===== src/rtl/crp_pkg.sv =====
// Shared constants for the indexed register port.
// Index values and bit positions are decoded by software and so are fixed.
package crp_pkg;
    localparam int IDX_A      = 10;
    localparam int IDX_B      = 11;
    localparam int IDX_C      = 12;
    localparam int IDX_D      = 13;
    localparam int KEEP_IDX   = 15;
    localparam logic [7:0] KEEP_MAGIC = 8'hFE;
    localparam logic [7:0] A_RST      = 8'h26;
    localparam logic [7:0] B_RST      = 8'h02;
    localparam logic [7:0] D_VAL      = 8'h80;
    localparam logic [7:0] B_WARM_CLR = 8'h68;  // periodic, alarm, square-wave enables
    localparam int B_SET = 7;
    localparam int B_UIE = 4;
    localparam int C_REQ = 7;

    // Periodic interval in reference ticks for rate code n (0 = off).
    function automatic logic [15:0] period_of(input logic [3:0] n);
        case (n)
            4'd0:    period_of = 16'd0;
            4'd1:    period_of = 16'd128;
            4'd2:    period_of = 16'd256;
            default: period_of = 16'd1 << (n - 4'd1);
        endcase
    endfunction
endpackage


===== src/rtl/crp_rate_div.sv =====
// Periodic event divider. Counts reference ticks and emits one pulse
// per selected period. Assumes restart is asserted whenever the rate
// code changes, so the count never exceeds the new period.
module crp_rate_div
    import crp_pkg::*;
#(
    parameter int CNT_W = 15
) (
    input  logic       clk,
    input  logic       rst_n,
    input  logic [3:0] rate,
    input  logic       restart,
    input  logic       tick,
    output logic       pf_o
);
    logic [CNT_W-1:0] cnt_q;
    logic [15:0]      per_full;
    logic [CNT_W-1:0] last;
    logic             running;
    logic             at_last;

    // Decode the selected period into a terminal count.
    always_comb begin
        per_full = period_of(rate);
        last     = CNT_W'(per_full - 16'd1);
        running  = (rate != 4'd0);
        at_last  = (cnt_q == last);
        pf_o     = tick && running && at_last && !restart;
    end

    // Advance the tick count, wrapping at the terminal count.
    always_ff @(posedge clk) begin
        if (!rst_n)
            cnt_q <= '0;
        else if (restart)
            cnt_q <= '0;
        else if (tick && running)
            cnt_q <= at_last ? '0 : cnt_q + 1'b1;
    end

    // with a live rate the count stays within the period
    assert_cnt_in_range_R10: assert property (@(posedge clk) disable iff (!rst_n)
        (rate != 4'd0) |-> (cnt_q <= last));
endmodule


===== src/rtl/crp_store.sv =====
// Index register, control registers A and B, and the byte storage.
// Assumes single-cycle write strobes. Warm reset blocks all writes.
module crp_store
    import crp_pkg::*;
#(
    parameter int ADDR_W = 7
) (
    input  logic              clk,
    input  logic              rst_n,
    input  logic              warm_rst_n,
    input  logic              bus_sel,
    input  logic              bus_wr,
    input  logic [7:0]        bus_wdata,
    input  logic              uip_in,
    output logic [ADDR_W-1:0] idx_o,
    output logic [3:0]        rate_o,
    output logic              rate_chg_o,
    output logic              wr_b_o,
    output logic [7:0]        b_wval_o,
    output logic [7:0]        b_o,
    output logic [7:0]        rdata_o
);
    localparam int DEPTH = 1 << ADDR_W;

    logic [ADDR_W-1:0] idx_q;
    logic [6:0]        a_q;
    logic [7:0]        b_q;
    logic [7:0]        mem_q [DEPTH];
    logic              wr_data, wr_index, hit_a, hit_b, hit_d, hit_ctrl;

    // Decode the access and the index.
    always_comb begin
        wr_data    = bus_wr && bus_sel && warm_rst_n;
        wr_index   = bus_wr && !bus_sel && warm_rst_n;
        hit_a      = (idx_q == ADDR_W'(IDX_A));
        hit_b      = (idx_q == ADDR_W'(IDX_B));
        hit_d      = (idx_q == ADDR_W'(IDX_D));
        hit_ctrl   = (idx_q >= ADDR_W'(IDX_A)) && (idx_q <= ADDR_W'(IDX_D));
        b_wval_o   = {bus_wdata[7:5], bus_wdata[B_UIE] & ~bus_wdata[B_SET], bus_wdata[3:0]};
        wr_b_o     = wr_data && hit_b;
        rate_chg_o = wr_data && hit_a && (bus_wdata[3:0] != a_q[3:0]);
    end

    // Index register: keeps the low index bits of an even-address write.
    always_ff @(posedge clk) begin
        if (!rst_n)
            idx_q <= '0;
        else if (wr_index)
            idx_q <= bus_wdata[ADDR_W-1:0];
    end

    // Control registers A and B, with the warm-reset enable clear.
    always_ff @(posedge clk) begin
        if (!rst_n) begin
            a_q <= A_RST[6:0];
            b_q <= B_RST;
        end else if (!warm_rst_n) begin
            b_q <= b_q & ~B_WARM_CLR;
        end else begin
            if (wr_data && hit_a)
                a_q <= bus_wdata[6:0];
            if (wr_b_o)
                b_q <= b_wval_o;
        end
    end

    // Byte storage with the marker-preserving warm reset.
    always_ff @(posedge clk) begin
        if (!rst_n) begin
            for (int i = 0; i < DEPTH; i++)
                mem_q[i] <= '0;
        end else if (!warm_rst_n) begin
            mem_q[KEEP_IDX] <= (mem_q[KEEP_IDX] == KEEP_MAGIC) ? KEEP_MAGIC : 8'h00;
        end else if (wr_data && !hit_ctrl) begin
            mem_q[idx_q] <= bus_wdata;
        end
    end

    // Read mux for every index except the status register.
    always_comb begin
        if (hit_a)
            rdata_o = {uip_in & ~b_q[B_SET], a_q};
        else if (hit_b)
            rdata_o = b_q;
        else if (hit_d)
            rdata_o = D_VAL;
        else
            rdata_o = mem_q[idx_q];
    end

    assign idx_o  = idx_q;
    assign rate_o = a_q[3:0];
    assign b_o    = b_q;

    // a write with the set bit leaves the update enable low
    assert_set_drops_uie_R9: assert property (@(posedge clk) disable iff (!rst_n)
        (warm_rst_n && bus_wr && bus_sel && hit_b && bus_wdata[B_SET]) |=> !b_q[B_UIE]);
    // warm reset clears the periodic, alarm and square-wave enables
    assert_warm_clears_en_R11: assert property (@(posedge clk) disable iff (!rst_n)
        !warm_rst_n |=> ((b_q & B_WARM_CLR) == 8'h00));
endmodule


===== src/rtl/crp_flags.sv =====
// Status register C and the level interrupt. Events set flags; a new
// enabled flag raises the request. A read clears all flags, and events
// in the same cycle as the read win. A write to B re-evaluates the request.
module crp_flags
    import crp_pkg::*;
(
    input  logic       clk,
    input  logic       rst_n,
    input  logic       warm_rst_n,
    input  logic       rd_c,
    input  logic       wr_b,
    input  logic [7:0] b_wval,
    input  logic [7:0] b_q,
    input  logic [2:0] ev,      // {periodic, alarm, update ended}
    output logic [7:0] c_o,
    output logic       irq_o
);
    logic [7:0] c_q, c_nx, b_eff, ev_pos, fresh;

    // Next value of the status register.
    always_comb begin
        c_nx   = c_q;
        b_eff  = wr_b ? b_wval : b_q;
        ev_pos = {1'b0, ev, 4'b0000};
        if (rd_c)
            c_nx = 8'h00;
        if (wr_b)
            c_nx[C_REQ] = |(b_wval[6:4] & c_nx[6:4]);
        fresh = ev_pos & ~c_nx;
        c_nx  = c_nx | ev_pos;
        if (|(fresh[6:4] & b_eff[6:4]))
            c_nx[C_REQ] = 1'b1;
    end

    // Status register update; warm reset clears it and drops events.
    always_ff @(posedge clk) begin
        if (!rst_n || !warm_rst_n)
            c_q <= 8'h00;
        else
            c_q <= c_nx;
    end

    assign c_o   = c_q;
    assign irq_o = c_q[C_REQ];

    // a request never stands without a latched flag
    assert_req_has_flag_R5: assert property (@(posedge clk) disable iff (!rst_n)
        c_q[C_REQ] |-> (c_q[6:4] != 3'b000));
    // a fresh enabled event raises the interrupt
    assert_event_raises_R6: assert property (@(posedge clk) disable iff (!rst_n)
        (warm_rst_n && !rd_c && !wr_b && ((ev & ~c_q[6:4] & b_q[6:4]) != 3'b000)) |=> irq_o);
    // a read with no event leaves the status register empty
    assert_read_clears_R7: assert property (@(posedge clk) disable iff (!rst_n)
        (warm_rst_n && rd_c && (ev == 3'b000)) |=> (c_q == 8'h00));
    // enabling an already pending flag raises the interrupt
    assert_late_enable_R8: assert property (@(posedge clk) disable iff (!rst_n)
        (warm_rst_n && wr_b && ((b_wval[6:4] & c_q[6:4]) != 3'b000)) |=> irq_o);
    // warm reset empties the status register
    assert_warm_clears_c_R11: assert property (@(posedge clk) disable iff (!rst_n)
        !warm_rst_n |=> (c_q == 8'h00) && !irq_o);
endmodule


===== src/rtl/cmos_regport.sv =====
// Top of the indexed register port: two-address byte bus, storage,
// control registers, periodic divider and interrupt flags.
// Assumes bus_wr and bus_rd are never high in the same cycle.
module cmos_regport
    import crp_pkg::*;
#(
    parameter int ADDR_W = 7,
    parameter int CNT_W  = 15
) (
    input  logic       clk,
    input  logic       rst_n,
    input  logic       warm_rst_n,
    input  logic       bus_sel,
    input  logic       bus_wr,
    input  logic       bus_rd,
    input  logic [7:0] bus_wdata,
    output logic [7:0] bus_rdata,
    input  logic       ref_tick,
    input  logic       upd_done,
    input  logic       alarm_hit,
    input  logic       uip_in,
    output logic       irq
);
    logic [ADDR_W-1:0] idx;
    logic [3:0]        rate;
    logic              rate_chg, wr_b, pf, rd_c;
    logic [7:0]        b_wval, b_cur, store_rd, c_cur;

    crp_store #(.ADDR_W(ADDR_W)) u_store (
        .clk(clk), .rst_n(rst_n), .warm_rst_n(warm_rst_n),
        .bus_sel(bus_sel), .bus_wr(bus_wr), .bus_wdata(bus_wdata),
        .uip_in(uip_in), .idx_o(idx), .rate_o(rate), .rate_chg_o(rate_chg),
        .wr_b_o(wr_b), .b_wval_o(b_wval), .b_o(b_cur), .rdata_o(store_rd)
    );

    crp_rate_div #(.CNT_W(CNT_W)) u_div (
        .clk(clk), .rst_n(rst_n), .rate(rate), .restart(rate_chg),
        .tick(ref_tick), .pf_o(pf)
    );

    // Acknowledge strobe for the status register.
    assign rd_c = bus_rd && bus_sel && warm_rst_n && (idx == ADDR_W'(IDX_C));

    crp_flags u_flags (
        .clk(clk), .rst_n(rst_n), .warm_rst_n(warm_rst_n), .rd_c(rd_c),
        .wr_b(wr_b), .b_wval(b_wval), .b_q(b_cur),
        .ev({pf, alarm_hit, upd_done}), .c_o(c_cur), .irq_o(irq)
    );

    // Read data: fixed pattern on the index address, else the indexed byte.
    always_comb begin
        if (!bus_sel)
            bus_rdata = 8'hFF;
        else if (idx == ADDR_W'(IDX_C))
            bus_rdata = c_cur;
        else
            bus_rdata = store_rd;
    end
endmodule


===== config.mk =====
export PLATFORM = sky130hd
export DESIGN_NAME = cmos_regport
export DESIGN_NICKNAME = d
export VERILOG_FILES = /design/src/rtl/crp_pkg.sv /design/src/rtl/crp_rate_div.sv /design/src/rtl/crp_store.sv /design/src/rtl/crp_flags.sv /design/src/rtl/cmos_regport.sv
export SDC_FILE = /design/constraint.sdc
export NUM_CORES = 2
export LEC_CHECK = 0
export BUFFER_PORTS_ARGS = -buffer_cell sky130_fd_sc_hd__buf_4
export CAP_MARGIN = 20
export CORE_AREA = 2 2 222 388
export DETAILED_ROUTE_END_ITERATION = 6
export DIE_AREA = 0 0 224 390
export GPL_TIMING_DRIVEN = 0
export PLACE_DENSITY = 0.82
export SKIP_CTS_REPAIR_TIMING = 1
export SYNTH_ARGS = -nofsm -noshare
export SYNTH_HDL_FRONTEND = slang
export SYNTH_HIERARCHICAL = 1
export SYNTH_SLANG_ARGS = --single-unit
export TNS_END_PERCENT = 10

===== constraint.sdc =====
create_clock -name clk -period 4.3 [get_ports clk]
set_clock_uncertainty 0.2 [all_clocks]
set_input_delay 0.86 -clock clk [delete_from_list [all_inputs] [get_ports clk]]
set_output_delay 0.86 -clock clk [all_outputs]
set_load 0.005 [all_outputs]

==> impl_summary.txt <==
----------------------------------------------------
[Pwr]
  Max VDD drop ... 293.0 uV
  Power consumption ... 22.24 mW
  Reg power frac ... 53.5%
  Power per cell area ... 386.6 mW/mm^2
  Net switching power ... 5.240 mW
  Net switching fraction of the power ... 23.56%
  Portion of total power attributed to the clock network ... 38.6%
  Static leakage ... about 21 nW
  Logic pwr share ... around 7.8%
  Int Power ... roughly 17 mW

[Place]
  PortBufs ... 18
  Global placement routability congestion ... 1.048
  Dpl cell area ... 0.05278 sq mm
  HPWL Detailed ... around 130,000 microns

[Synth]
  Total standard cell area after synthesis ... roughly 0.050 sq mm
  Synthesis Warnings ... 6
  Mean Syn Cell Area ... 14.49 sq um
  Number of instances in the synthesized netlist ... between 3,000 and 4,000

[Route]
  Detailed-route wire length ... 181,600 microns
  First-pass detailed-route iteration total ... 7
  DR WL/cell ... 36.61 microns
  Detailed-route DRC error count ... 5
  Routed vias ... 34,360
  Iteration-0 DRC count of the detailed router ... 5,711
  Remaining antenna violation count ... 0
  Average vias per placed instance ... 6.925

[Clock network]
  CTS sink cnt ... 1,076
  Clock buffers created by TritonCTS ... 92
  TritonCTS clock tree ... built
  Number of H-tree levels ... 3
  Clock Tree Buf Depth ... 3
  Clock root cell ... clkbuf_16
  Clock transition at the registers of the reported paths ... around 70 ps
  Clk Latency, worst-skew pair ... 710 ps

[Critical path]
  Number of buffers and inverters on the critical path ... 3
  R2R depth ... 7
  Kind of launch point of the worst setup path ... register
  Crit path max-delay cell type ... nor2_2
  Largest delay share family, worst path ... compound AO/OA/AOI/OAI gates
  FF-to-FF End ... u_store/mem_q[89][7]
  Worst setup path class ... register to primary output
  Worst EP required ... roughly 3200 ps
  Last element of the critical path ... bus_rdata[3]
  Cell count along the critical path ... 11
  Critical Path, Cell by Cell ... buf_6, nor2_2, clkbuf_2, a22o_1, a211oi_2, a21oi_1, nand4_1, o211ai_1, o21ai_1, nand3b_1, buf_4
  Signal arrival time at the worst endpoint ... 3830 ps
  FF-to-FF Start ... u_store/idx_o[0]
  Crit. End Element ... primary output
  Reg-to-reg slack, setup ... 660 ps
  Worst stage delay on the critical path ... 590 ps
  Maximum net fanout on the critical path ... 10

[Global route]
  First-pass GRT wire length ... 250,600 microns
  Number of global-route vias before repair ... 33,760
  Initial antenna violation count ... 10
  Total congestion overflow ... 0
  Pin count of the biggest net entering global routing ... 18
  Total routing usage reported by global routing ... 42.26%

[Timing]
  Final Cycle Share ... 113.6%
  Actual slew at the worst max-slew pin ... 1395 ps
  Final worst-path setup slack ... -586.4 ps
  Final min period ... 4886 ps
  Number of hold violations in the final report ... 0
  Tightest slew margin relative to the limit ... 7.005%
  Peak clock frequency supported by timing ... 0.2047 GHz
  Unrepaired setup endpoints after global routing ... true
  Final setup fails ... 12
  Final Slew Violations ... 0

[Cells and area]
  Multi-input logic area ... 0.01740 sq mm
  Layout cell share with drive strength beyond 1 ... 20.51%
  Final core utilization ... 68.34%
  Nets@finish ... 3,810
  Sequential cell area in the final layout ... 0.03179 sq mm
  Final Instance Area ... 0.05751 sq mm
  Synth-to-Final Area Change ... 14.77%
  Fillcell total ... about 5,400

[Floorplan]
  Die area ... 0.08736 sq mm
  Horizontal extent of the die ... 224 microns
  Vert. Die Dim ... about 400 microns
  Standard-cell rows ... ~140
  Initial Util ... 59.55%
  I/O pin count ... 27
  Area of the core region ... ~0.084 sq mm

[Run status]
  Status ... finished, violations left
  Failing checks ... design-rule violations, negative setup slack

[Flow run]
  Max-cap viol count ... 0

[Min path]
  Path type of the worst min-delay path ... input port to register

----------------------------------------------------
## through the flow
step | std cells | hold WS, ps | TNS [ps] | worst slack (ps)
global placement | 4581 | 245.3 | -428070 | -1349
finish | 4961 | 206.1 | -4421 | -586.4
CTS | 4867 | 199.4 | -11650 | -1609
detailed placement | 4697 | 243.6 | -63040 | -845.7
global route | 4938 | 208.3 | -4164 | -589.1
floorplan | 3491 | 229.8 | 0 | 1010
## power groups by stage
stage | sequential (mW) | clock, mW | combinational (mW)
2_1_floorplan | 12.1 | 0 | 0.786
3_3_place_gp | 12.1 | 0 | 1.41
3_5_place_dp | 12.1 | 0 | 1.50
4_1_cts | 11.9 | 8.57 | 1.51
5_1_grt | 11.9 | 8.94 | 1.73
6_report | 11.9 | 8.59 | 1.74
## worst min-delay path, stage by stage
cell and delay, ps:
buf_4 110, inv_1 40, a21oi_1 50
## registers in the layout, summed over array words and instances (netlist names), named ones only
name / flops
u_store/b_o: 8
u_store/mem_q: 1024
u_div/cnt_q: 15
u_store/idx_o: 7
u_store/a_q: 7
u_flags/c_o: 8
## cell usage in the layout, fill, tap and decap left out, types with 51 or more instances in the layout
master / count
mux2i_1: 54
buf_4: 99
nor2_1: 172
buf_2: 64
clkbuf_16: 94
o21ai_0: 130
edfxtp_1: 1024
nand2_1: 52
mux4_2: 252
dfxtp_1: 51
and2_1: 950
clkbuf_1: 203
## final cells by class
class	instances	share of cell area (%)
Antenna cell	23	0.1001
Buffer	291	3.413
Clock buffer	112	4.225
Clock inverter	58	1.044
Inverter	24	0.1632
Multi-Input combinational cell	2096	30.26
Sequential cell	1076	55.28
Tap cell	1072	2.332
Timing Repair Buffer	209	3.185
## routing by layer
layer | up-vias | share of wire [%] | wire [microns] | track usage, %
li1 | 13460 | - | - | -
met1 | 16640 | 27 | 49940 | 44.22
met2 | 3195 | 46 | 83610 | 65.95
met3 | 1061 | 13 | 24060 | 13.54
met4 | 4 | 13 | 23980 | 42.30
met5 | - | 0.014 | 26 | 0
## worst min-delay path by stage
stage	cells after the start	end	from	slack, ps
after detailed placement	1	u_flags/c_o[0]	u_flags/c_o[0]	240
after global placement	1	u_flags/c_o[2]	u_flags/c_o[2]	250
final	3	u_flags/c_o[5]	alarm_hit	210
after CTS	3	u_flags/c_o[5]	alarm_hit	200
after global routing	3	u_flags/c_o[5]	alarm_hit	210
after floorplan	1	u_flags/c_o[0]	u_flags/c_o[0]	230
No activity file was read; power rests on OpenSTA's default activity.
